$ cat src/rtl/pic_pkg.sv
`timescale 1ns/1ps
package pic_pkg;
  localparam logic [7:0] CMD_INIT   = 8'h11;
  localparam logic [7:0] CMD_EOI    = 8'h20;
  localparam logic [7:0] CMD_RD_REQ = 8'h0A;
  localparam logic [7:0] CMD_RD_ISV = 8'h0B;

  typedef enum logic [2:0] {
    ST_IDLE, ST_OFFSET, ST_CASCADE, ST_MODE, ST_READY
  } ctrlState_t;

  typedef struct packed {
    logic loadOffset;
    logic loadMask;
    logic eoi;
    logic selIsv;
    logic ready;
  } ctrlBus_t;
endpackage

$ cat src/rtl/pic_ctrl.sv
`timescale 1ns/1ps
module pic_ctrl
  import pic_pkg::*;
#(
  parameter int DATA_W = 8
) (
  input  logic              clk,
  input  logic              rstN,
  input  logic              wrEn,
  input  logic              addr,
  input  logic [DATA_W-1:0] wrData,
  output ctrlBus_t          ctl
);
  ctrlState_t state, stateNext;
  logic selIsv, selIsvNext;
  logic cmdWr, dataWr;

  assign cmdWr  = wrEn && !addr;
  assign dataWr = wrEn && addr;

  always_comb begin
    stateNext  = state;
    selIsvNext = selIsv;
    if (cmdWr) begin
      if (wrData[7:0] == CMD_INIT) stateNext = ST_OFFSET;
      else if (wrData[7:0] == CMD_RD_REQ) selIsvNext = 1'b0;
      else if (wrData[7:0] == CMD_RD_ISV) selIsvNext = 1'b1;
    end else if (dataWr) begin
      case (state)
        ST_OFFSET:  stateNext = ST_CASCADE;
        ST_CASCADE: stateNext = ST_MODE;
        ST_MODE:    stateNext = ST_READY;
        default:    stateNext = state;
      endcase
    end
  end

  always_ff @(posedge clk) begin
    if (!rstN) begin
      state  <= ST_IDLE;
      selIsv <= 1'b0;
    end else begin
      state  <= stateNext;
      selIsv <= selIsvNext;
    end
  end

  always_comb begin
    ctl.loadOffset = dataWr && (state == ST_OFFSET);
    ctl.loadMask   = dataWr && (state == ST_IDLE || state == ST_READY);
    ctl.eoi        = cmdWr && (wrData[7:0] == CMD_EOI);
    ctl.selIsv     = selIsv;
    ctl.ready      = (state == ST_READY);
  end

  AST_MODE_TO_READY: assert property (@(posedge clk) disable iff (!rstN)
    (state == ST_MODE && dataWr && !cmdWr) |=> ctl.ready);
  AST_INIT_RESTART: assert property (@(posedge clk) disable iff (!rstN)
    (cmdWr && wrData[7:0] == CMD_INIT) |=> !ctl.ready);
endmodule

$ cat src/rtl/pic_datapath.sv
`timescale 1ns/1ps
module pic_datapath
  import pic_pkg::*;
#(
  parameter int NUM_LINES = 8,
  parameter int DATA_W    = 8
) (
  input  logic                 clk,
  input  logic                 rstN,
  input  logic [NUM_LINES-1:0] irqIn,
  input  logic                 inta,
  input  logic [DATA_W-1:0]    wrData,
  input  ctrlBus_t             ctl,
  output logic                 intOut,
  output logic [DATA_W-1:0]    vectorOut,
  output logic [DATA_W-1:0]    rdData
);
  localparam int IDX_W = $clog2(NUM_LINES);
  localparam logic [IDX_W:0] NONE = (IDX_W+1)'(NUM_LINES);
  localparam logic [DATA_W-1:0] LAST_LINE = DATA_W'(NUM_LINES - 1);

  logic [NUM_LINES-1:0] reqReg, isvReg, maskReg, irqPrev;
  logic [DATA_W-1:0]    offsetReg;
  logic [NUM_LINES-1:0] pending, ackSet, eoiClr;
  logic [IDX_W:0]       winPos, blkPos;
  logic [IDX_W-1:0]     winIdx;
  logic                 winValid, ackHit;

  function automatic logic [IDX_W:0] lowestSet(input logic [NUM_LINES-1:0] v);
    logic [IDX_W:0] r;
    r = NONE;
    for (int i = NUM_LINES - 1; i >= 0; i--)
      if (v[i]) r = (IDX_W+1)'(i);
    return r;
  endfunction

  assign pending  = reqReg & ~maskReg;
  assign winPos   = lowestSet(pending);
  assign blkPos   = lowestSet(isvReg);
  assign winValid = ctl.ready && (winPos != NONE) && (winPos < blkPos);
  assign winIdx   = winPos[IDX_W-1:0];
  assign ackHit   = inta && winValid;
  assign intOut   = winValid;

  always_comb begin
    ackSet = '0;
    eoiClr = '0;
    if (ackHit) ackSet[winIdx] = 1'b1;
    if (ctl.eoi && blkPos != NONE) eoiClr[blkPos[IDX_W-1:0]] = 1'b1;
  end

  assign vectorOut = offsetReg + (winValid ? DATA_W'(winIdx) : LAST_LINE);
  assign rdData    = ctl.selIsv ? DATA_W'(isvReg) : DATA_W'(reqReg);

  generate
    for (genvar g = 0; g < NUM_LINES; g++) begin : gLine
      always_ff @(posedge clk) begin
        if (!rstN) begin
          reqReg[g]  <= 1'b0;
          irqPrev[g] <= 1'b0;
        end else begin
          irqPrev[g] <= irqIn[g];
          if (ackSet[g])                    reqReg[g] <= 1'b0;
          else if (irqIn[g] && !irqPrev[g]) reqReg[g] <= 1'b1;
          else if (!irqIn[g])               reqReg[g] <= 1'b0;
        end
      end
    end
  endgenerate

  always_ff @(posedge clk) begin
    if (!rstN) begin
      isvReg    <= '0;
      maskReg   <= '1;
      offsetReg <= '0;
    end else begin
      isvReg <= (isvReg | ackSet) & ~eoiClr;
      if (ctl.loadMask)   maskReg   <= wrData[NUM_LINES-1:0];
      if (ctl.loadOffset) offsetReg <= wrData;
    end
  end

  AST_INT_HAS_SOURCE: assert property (@(posedge clk) disable iff (!rstN)
    intOut |-> (|(reqReg & ~maskReg)));
  AST_ALL_MASKED_QUIET: assert property (@(posedge clk) disable iff (!rstN)
    (&maskReg) |-> !intOut);
  AST_ACK_SETS_ISV: assert property (@(posedge clk) disable iff (!rstN)
    (inta && intOut) |=> isvReg[$past(winIdx)]);
  AST_SPURIOUS_NO_ISV: assert property (@(posedge clk) disable iff (!rstN)
    (inta && !intOut && !ctl.eoi) |=> $stable(isvReg));
  AST_EOI_DROPS_ONE: assert property (@(posedge clk) disable iff (!rstN)
    (ctl.eoi && !inta && (|isvReg)) |=>
      ($countones(isvReg) + 1 == $countones($past(isvReg))));
  AST_NOT_READY_QUIET: assert property (@(posedge clk) disable iff (!rstN)
    !ctl.ready |-> !intOut);
endmodule

$ cat src/rtl/pic_vector_ctrl.sv
`timescale 1ns/1ps
module pic_vector_ctrl
  import pic_pkg::*;
#(
  parameter int NUM_LINES = 8,
  parameter int DATA_W    = 8
) (
  input  logic                 clk,
  input  logic                 rstN,
  input  logic [NUM_LINES-1:0] irqIn,
  input  logic                 wrEn,
  input  logic                 addr,
  input  logic [DATA_W-1:0]    wrData,
  output logic [DATA_W-1:0]    rdData,
  input  logic                 inta,
  output logic                 intOut,
  output logic [DATA_W-1:0]    vectorOut
);
  ctrlBus_t ctl;

  pic_ctrl #(.DATA_W(DATA_W)) ctrl_i (
    .clk(clk), .rstN(rstN), .wrEn(wrEn), .addr(addr),
    .wrData(wrData), .ctl(ctl)
  );

  pic_datapath #(.NUM_LINES(NUM_LINES), .DATA_W(DATA_W)) dp_i (
    .clk(clk), .rstN(rstN), .irqIn(irqIn), .inta(inta), .wrData(wrData),
    .ctl(ctl), .intOut(intOut), .vectorOut(vectorOut), .rdData(rdData)
  );
endmodule

$ cat config.mk
export PLATFORM = sky130hd
export DESIGN_NAME = pic_vector_ctrl
export DESIGN_NICKNAME = d
export VERILOG_FILES = /design/src/rtl/pic_pkg.sv /design/src/rtl/pic_ctrl.sv /design/src/rtl/pic_datapath.sv /design/src/rtl/pic_vector_ctrl.sv
export SDC_FILE = /design/constraint.sdc
export NUM_CORES = 1
export LEC_CHECK = 0
export BUFFER_PORTS_ARGS = -buffer_cell sky130_fd_sc_hd__buf_2
export CAP_MARGIN = 10
export CORE_ASPECT_RATIO = 1.2
export CORE_MARGIN = 10
export CORE_UTILIZATION = 30
export DETAILED_ROUTE_END_ITERATION = 6
export GPL_TIMING_DRIVEN = 0
export PLACE_DENSITY = 0.55
export SYNTH_ARGS = -nofsm -noshare
export SYNTH_HDL_FRONTEND = slang
export SYNTH_SLANG_ARGS = --single-unit
$ cat constraint.sdc
create_clock -name clk -period 3.35 [get_ports clk]
set_clock_uncertainty 0.15 [all_clocks]
set_input_delay 0.1675 -clock clk [delete_from_list [all_inputs] [get_ports clk]]
set_output_delay 0.1675 -clock clk [all_outputs]
set_load 0.01 [all_outputs]
==> results of run 1 <==
==> what timing repair did <==
action / 4_1_cts / 5_1_grt
hold buffers: 13 / 0
setup buffers: 30 / 4
gates resized for setup: 44 / 17
pin swaps: 21 / 10
cloned: 0 / 0
endpoints found under the setup margin: 8 / 7
endpoints found under the hold margin: 15 / 0
==> worst min-delay path, cell delays in order <==
cell and delay (ps):
buf_2 140, nand2_1 60, nand3_1 70
==> cells in the mapped netlist (3+ instances only) <==
library cell and count:
and3_1 4, nand2b_1 9, nor2_1 28, inv_1 11, nor4_1 4, xor2_1 4, and2_1 8, o221a_2 3
ha_1 5, o21ai_0 10, a21oi_1 11, nor3_1 6, nor2b_1 10, mux2_2 7, o21a_1 3, a31oi_1 4
nand2_1 31, nand4_1 4, nand3_1 16, o211ai_1 5, dfxtp_1 44, mux2i_1 7, clkbuf_1 5
==> flip-flops by register name (all words and copies together), names as in the netlist <==
name and count:
dp_i.irqPrev 8, ctrl_i.selIsv 1, ctrl_i.state 3, dp_i.reqReg 8, dp_i.offsetReg 8, dp_i.isvReg 8, dp_i.maskReg 8
==> power breakdown <==
part | switching, µW | internal (µW)
clock network | 174 | 142
registers | 14.9 | 540
logic | 90.2 | 93.6
total | 279 | 775
==> worst paths after layout <==
path / end / slack, ps / cells past startpoint
setup reg to reg: dp_i.isvReg[2]$_SDFF_PN0_ / 420 / 13
hold / removal: dp_i.maskReg[1]$_SDFFE_PN1P_ / 30 / 3
hold reg to reg: dp_i.reqReg[7]$_SDFFE_PP0P_ / 270 / 1
setup / recovery: vectorOut[6] / -300 / 14
==> cell families (layout without fill, tap and decap cells) <==
| group | count (synthesis) | in the layout | share of synthesized area (%) |
|---|---|---|---|
| mux | 14 | 14 | 6.16 |
| flops | 44 | 44 | 36.4 |
| xor+xnor | 6 | 6 | 2.17 |
| compound gates | 57 | 57 | 17.6 |
| simple gates | 136 | 136 | 30.8 |
| buf+inv | 19 | 109 | 3.36 |
| fa+ha+maj | 6 | 6 | 3.41 |
==> routing by layer <==
metal / vias up / part of all wire (%)
met5: - / 0
met4: 0 / 4.2
met3: 21 / 3.2
met2: 58 / 53
met1: 1176 / 40
li1: 1205 / -
==> through the flow <==
stage | cells | TNS [ps] | hold slack [ps] | power [µW]
6_report | 464 | -1140 | 25.4 | 1050
5_1_grt | 464 | -1820 | 42.9 | 1100
4_1_cts | 460 | -635 | 20.0 | 1050
3_5_place_dp | 411 | -2090 | 238 | 684
3_3_place_gp | 411 | -1990 | 229 | 683
2_1_floorplan | 282 | 0 | 129 | 637
==> final cells by class <==
| cell class | instances | area [µm²] | area share [%] |
|---|---|---|---|
| well taps | 92 | 115 | 3.32 |
| repair buffers | 83 | 579 | 16.7 |
| flip-flops and latches | 44 | 896 | 25.8 |
| plain buffers | 8 | 40.0 | 1.15 |
| multi-input cells | 219 | 1720 | 49.6 |
| clock buffers | 6 | 72.6 | 2.09 |
| inverters | 11 | 41.3 | 1.19 |
| clock inverters | 1 | 5.00 | 0.144 |
==> summary.txt, run 1 <==
Run status
  – Status: finished with violations
  – Failing checks: negative setup slack

Power and ir drop
  – Maximum VDD drop: 0.221 mV
  – Pleak: 0.00146 µW
  – PwrDens: 304 nW/µm²

Timing
  – RSZ-0062 raised after global routing: true
  – PnR worst setup slack: -295 ps
  – Final setup vio count: 6
  – Final Hold Fails: 0
  – Max Fclk: 0.274 GHz
  – Pins over their slew limit: 0
  – Crit path time final: 3650 ps
  – Crit share post-route: 109%
  – Max-slew headroom: 50.1%
  – Slew @ Worst Pin: 743 ps

Placement
  – Placed Area: 2720 µm²
  – DP Worst Slack: -533 ps
  – HPWL Detailed: 5270 µm
  – # port buffers: 37
  – Placer Congestion: 0.867

GRT
  – Overflow after GRT: 0
  – Initial antenna violation count: 0
  – First-pass GRT wire length: 11,500 µm
  – Via count of the first global-routing pass: 2,433
  – Met3 Usage GRT: 2.33%
  – Total GRT Usage: 11.8%
  – Busiest grt layer: met2
  – Largest net degree at the start of global routing: 13
  – M2 GR Usage: 20.8%
  – Grt met1 use: 12.4%

Critical path
  – Crit path capture type: output pin
  – Crit path DAT: 3330 ps
  – FF-to-FF Start: dp_i.reqReg[1]$_SDFFE_PP0P_
  – Max incr delay on CP: 370 ps
  – CP most frequent cell: ha_2
  – Worst Path Max Fanout: 4
  – Crit-path cells: nor2b_4 > buf_4 > a211oi_2 > ha_2 > o21a_4 > o311ai_4 > nand4_1 > ha_2 > fa_2 > a21oi_2 > nor2b_1 > and3_1 > xor2_1 > buf_2
  – Startpoint types: flip-flop
  – WP data required: 3030 ps
  – Critical path class: flip-flop to output pin
  – Cell family with most CP delay: adder cells
  – Slowest-stage cell, CP: fa_2
  – Critical Path Source: dp_i.reqReg[1]$_SDFFE_PP0P_
  – Buf/Inv on CP: 2

Clock tree
  – CTS tree: done
  – Clock tree root driver cell: clkbuf_8
  – Worst skew pair latency: 300 ps
  – Clock-pin slew on the worst setup and hold paths: 80 ps
  – H-tree depth: 2
  – Sink Count: 44
  – Max Buffers Root-to-Sink: 2
  – Num CTS Buffers: 5

Detailed routing
  – Iteration-0 DRC Markers: 150
  – WL/cell: 16.1 µm
  – Vias: 2,460
  – Post-route ant nets: 0
  – Via density: 5.30
  – Wire length after detailed routing: 7480 µm
  – DRT Pass-1 Iters: 4
  – Drt drc: 0

Cells and area
  – Fillers: 735
  – Post-route cell area: 3470 µm²
  – Final nets: 399
  – Most common cell after layout, fill and taps aside: buf_2
  – Core Util, Final: 44.7%
  – Commonest non-fill, non-tap cells in the layout: buf_2 (39), dfxtp_1 (36), buf_4 (31)
  – Fraction of layout cells with a size suffix above 1: 38.4%
  – Ant. Diodes: 0
  – Area grow syn2layout: 43.4%

Yosys
  – Ranking of synthesized cells by area: dfxtp_1 (36%), nand2_1 (4.8%), nor2_1 (4.3%)
  – Yosys warns: 0
  – Post-Syn Area: 2420 µm²
  – Post-synth EDFFs: 0
  – Cell taking the most area after synthesis: dfxtp_1
  – Register area share after synthesis: 36.4%
  – Share of the synthesized area in the top cell type: 36.4%
  – Syn nets: 309
  – Count of different cell masters after synthesis: 58
  – Synth Register Bits: 44
  – Syn avg cell area: 8.58 µm²
  – Prevailing post-synth register cell: dfxtp_1
  – Syn Inst Count: 282
  – Ys async rst share: 0%

Run
  – Maxcap violations: 0

Floorplan
  – Die H: 118 µm
  – Die W: 102 µm
  – Core box area: 7750 µm²
  – Die area: 12,100 µm²
  – Row count: 35
  – Total I/O pin count: 38
  – Initial core utilization: 31.2%

Min path
  – Hold path startpoint: wrData[1]
  – Hold crit path type: input port to flip-flop
No activity file was read; power rests on OpenSTA's default activity.
==> run 2: changes to the inputs <==
--- a/config.mk
+++ b/config.mk
@@ -15,4 +15,5 @@
 export PLACE_DENSITY = 0.55
 export SYNTH_ARGS = -nofsm -noshare
 export SYNTH_HDL_FRONTEND = slang
+export SYNTH_HIERARCHICAL = 1
 export SYNTH_SLANG_ARGS = --single-unit
==> summary.txt, run 2 <==
Cells and area
  – Fraction of layout cells with a size suffix above 1: 37.0% (was 38.4%)
  – Commonest non-fill, non-tap cells in the layout: dfxtp_1 (41), buf_2 (38), nand2_1 (26) (was buf_2 (39), dfxtp_1 (36), buf_4 (31))
  – Fillers: 747 (was 735)
  – Final nets: 367 (was 399)
  – Post-route cell area: 3300 µm² (was 3470 µm²)
  – Most common cell after layout, fill and taps aside: dfxtp_1 (was buf_2)
  – Area grow syn2layout: 37.4% (was 43.4%)
  – Ant. Diodes: 0 (unchanged)

Timing
  – Final Hold Fails: 0 (unchanged)
  – Fin Setup TNS: -537 ps (was -1140 ps)
  – Max Fclk: 0.288 GHz (was 0.274 GHz)
  – Final setup vio count: 6 (unchanged)
  – Final hold slack: 14.3 ps (was 25.4 ps)
  – Slew @ Worst Pin: 611 ps (was 743 ps)
  – Pins over their slew limit: 0 (unchanged)
  – Crit path time final: 3470 ps (was 3650 ps)
  – RSZ-0062 raised after global routing: true (unchanged)
  – Max-slew headroom: 59.3% (was 50.1%)
  – Crit share post-route: 104% (was 109%)
  – PnR worst setup slack: -120 ps (was -295 ps)

Clock tree
  – Num CTS Buffers: 5 (unchanged)
  – Sink Count: 44 (unchanged)
  – Worst skew pair latency: 300 ps (about the same)
  – Clock tree root driver cell: clkbuf_8 (unchanged)
  – CTS tree: done (unchanged)
  – H-tree depth: 2 (unchanged)
  – Max Buffers Root-to-Sink: 2 (unchanged)
  – Clock-pin slew on the worst setup and hold paths: 80 ps (about the same)

Critical path
  – R2r setup slk: 500 ps (was 420 ps)
  – Crit path capture type: output pin (unchanged)
  – Critical path class: flip-flop to output pin (unchanged)
  – Worst Path Max Fanout: 4 (unchanged)
  – Startpoint types: flip-flop (unchanged)
  – Crit path DAT: 3150 ps (was 3330 ps)
  – WP data required: 3030 ps (about the same)

Yosys
  – Post-Syn Area: 2400 µm² (was 2420 µm²)
  – Share of the synthesized area in the top cell type: 36.7% (was 36.4%)
  – Cell taking the most area after synthesis: dfxtp_1 (unchanged)
  – Syn Inst Count: 262 (was 282)
  – Post-synth top cells: dfxtp_1 (44), nand2_1 (27), nor2_1 (18) (was dfxtp_1 (44), nand2_1 (31), nor2_1 (28))
  – Post-synth EDFFs: 0 (unchanged)
  – Syn avg cell area: 9.16 µm² (was 8.58 µm²)
  – Count of different cell masters after synthesis: 59 (was 58)
  – Syn nets: 289 (was 309)
  – Register area share after synthesis: 36.7% (was 36.4%)
  – Synth Register Bits: 44 (unchanged)
  – Ys async rst share: 0% (unchanged)
  – Ranking of synthesized cells by area: dfxtp_1 (37%), mux2i_1 (7.1%), nand2_1 (4.2%) (was dfxtp_1 (36%), nand2_1 (4.8%), nor2_1 (4.3%))
  – Most frequent cell after synthesis: dfxtp_1 (unchanged)
  – Yosys warns: 6 (was 0)
  – Prevailing post-synth register cell: dfxtp_1 (unchanged)

Detailed routing
  – Wire length after detailed routing: 7040 µm (was 7480 µm)
  – Via density: 5.17 (was 5.30)
  – Post-route ant nets: 0 (unchanged)
  – Drt drc: 0 (unchanged)
  – WL/cell: 16.3 µm (was 16.1 µm)
  – Iteration-0 DRC Markers: 135 (was 150)
  – DRT Pass-1 Iters: 4 (unchanged)
  – Vias: 2,237 (was 2,460)

Run status
  – Failing checks: negative setup slack (unchanged)
  – Status: finished with violations (unchanged)

Power and ir drop
  – Power, Total: 1070 µW (was 1050 µW)
  – Pleak: 0.00135 µW (was 0.00146 µW)
  – PwrDens: 323 nW/µm² (was 304 nW/µm²)
  – Reg power frac: 51.5% (was 52.6%)
  – Sw frac: 25.9% (was 26.5%)
  – Sw power: 276 µW (was 279 µW)
  – Internal: 790 µW (was 775 µW)
  – Clock share of power: 32.1% (was 30.0%)
  – Combinational Power Share: 16.4% (was 17.4%)
  – Maximum VDD drop: 0.161 mV (was 0.221 mV)

Floorplan
  – Die H: 118 µm (about the same)
  – Core box area: 7750 µm² (unchanged)
  – Die W: 102 µm (about the same)
  – Total I/O pin count: 38 (unchanged)
  – Row count: 35 (unchanged)
  – Die area: 12,000 µm² (was 12,100 µm²)
  – Initial core utilization: 31.0% (was 31.2%)

Placement
  – # port buffers: 37 (unchanged)
  – Placer Congestion: 0.862 (was 0.867)
  – Placed Area: 2720 µm² (about the same)
  – DP Worst Slack: -460 ps (was -533 ps)
  – HPWL Detailed: 5210 µm (was 5270 µm)

GRT
  – First-pass GRT wire length: 11,600 µm (was 11,500 µm)
  – Largest net degree at the start of global routing: 14 (was 13)
  – Total GRT Usage: 11.8% (about the same)
  – Initial antenna violation count: 0 (unchanged)
  – Overflow after GRT: 0 (unchanged)
  – Via count of the first global-routing pass: 2,380 (was 2,433)

Min path
  – Hold crit path type: input port to flip-flop (unchanged)

Run
  – Maxcap violations: 0 (unchanged)
## run 2: cell count changes after synthesis, sizes merged, moves of 3 or more
| cell | previous run | this run |
|---|---|---|
| mux2i | 7 | 17 |
| nand2 | 32 | 27 |
| nand3b | 0 | 3 |
| nor3 | 6 | 9 |
| nor2b | 10 | 7 |
| o311a | 0 | 3 |
| and2 | 8 | 11 |
| nand3 | 16 | 5 |
| nor2 | 29 | 20 |
| o31ai | 1 | 4 |
| a21oi | 12 | 4 |
## run 2: cell type report
cell class	instances	area [µm²]	area share (%)
buffer	8	57.6	1.75
inverter	10	37.5	1.14
clock inverter	2	10.0	0.303
sequential	44	887	26.9
tap	92	115	3.49
multi-input combinational	200	1630	49.5
clock buffer	6	82.6	2.50
timing repair buffer	71	477	14.5
## run 2: per-stage QoR
stage	util (%)	instances
floorplan	-	262
global placement	35.0	391
detailed placement	35.0	391
CTS	41.2	429
global route	42.6	433
finish	42.6	433
## run 2: logic make-up after synthesis
| group | after synthesis | synth area share, % |
|---|---|---|
| adders and majority gates | 6 | 3.44 |
| and+or+nand+nor | 115 | 27.7 |
| AOI/OAI and AO/OA | 49 | 15.6 |
| buffers and inverters | 18 | 3.96 |
| muxes | 24 | 10.4 |
| xor gates and xnor gates | 6 | 2.19 |
| DFF | 44 | 36.7 |
## run 2: repair_timing
action / in CTS / in global routing
setup buffers: 17 / 6
hold buffers: 13 / 0
endpoints found under the hold margin: 14 / 0
resized for setup: 28 / 14
pin swaps: 14 / 14
gates cloned: 0 / 0
setup endpoints to repair: 8 / 7
## run 2: worst max-delay path, stage by stage, from the launching register on
cell,delay (ps)
dfxtp_4,370
nor2b_4,180
o211ai_1,170
a31oi_2,320
ha_4,260
o21ai_4,150
a21oi_4,50
o31ai_4,90
nand3_2,150
ha_4,200
fa_2,350
a21o_1,170
nand2_2,80
nor2_2,40
xor2_1,130
buf_2,140
## run 2: layer usage
layer	part of all wire, %	vias up	track usage (%)	wire, µm
li1	-	1115	-	-
met1	44	1065	13.4	3070
met2	51	43	20.8	3590
met3	3.6	14	2.94	250
met4	1.8	0	3.41	129
met5	0	-	0	0
## run 2: power groups by stage
stage	logic (µW)	clock network, µW	registers, µW
final	174	342	549
after global routing	188	374	551
after CTS	163	353	549
after detailed placement	119	0	560
after global placement	119	0	560
after floorplan	77.1	0	556
## run 2: path summary, 6_finish.rpt
check                                            startpoint                           end  cells after the start
worst max-delay path            dp_i/reqReg[6]$_SDFFE_PP0P_                  vectorOut[6]                     15
worst min-delay path                              wrData[3]  dp_i/maskReg[3]$_SDFFE_PN1P_                      3
worst max register to register    dp_i/isvReg[2]$_SDFF_PN0_     dp_i/isvReg[7]$_SDFF_PN0_                      9
worst min register to register   dp_i/irqPrev[7]$_SDFF_PN0_   dp_i/reqReg[7]$_SDFFE_PP0P_                      1
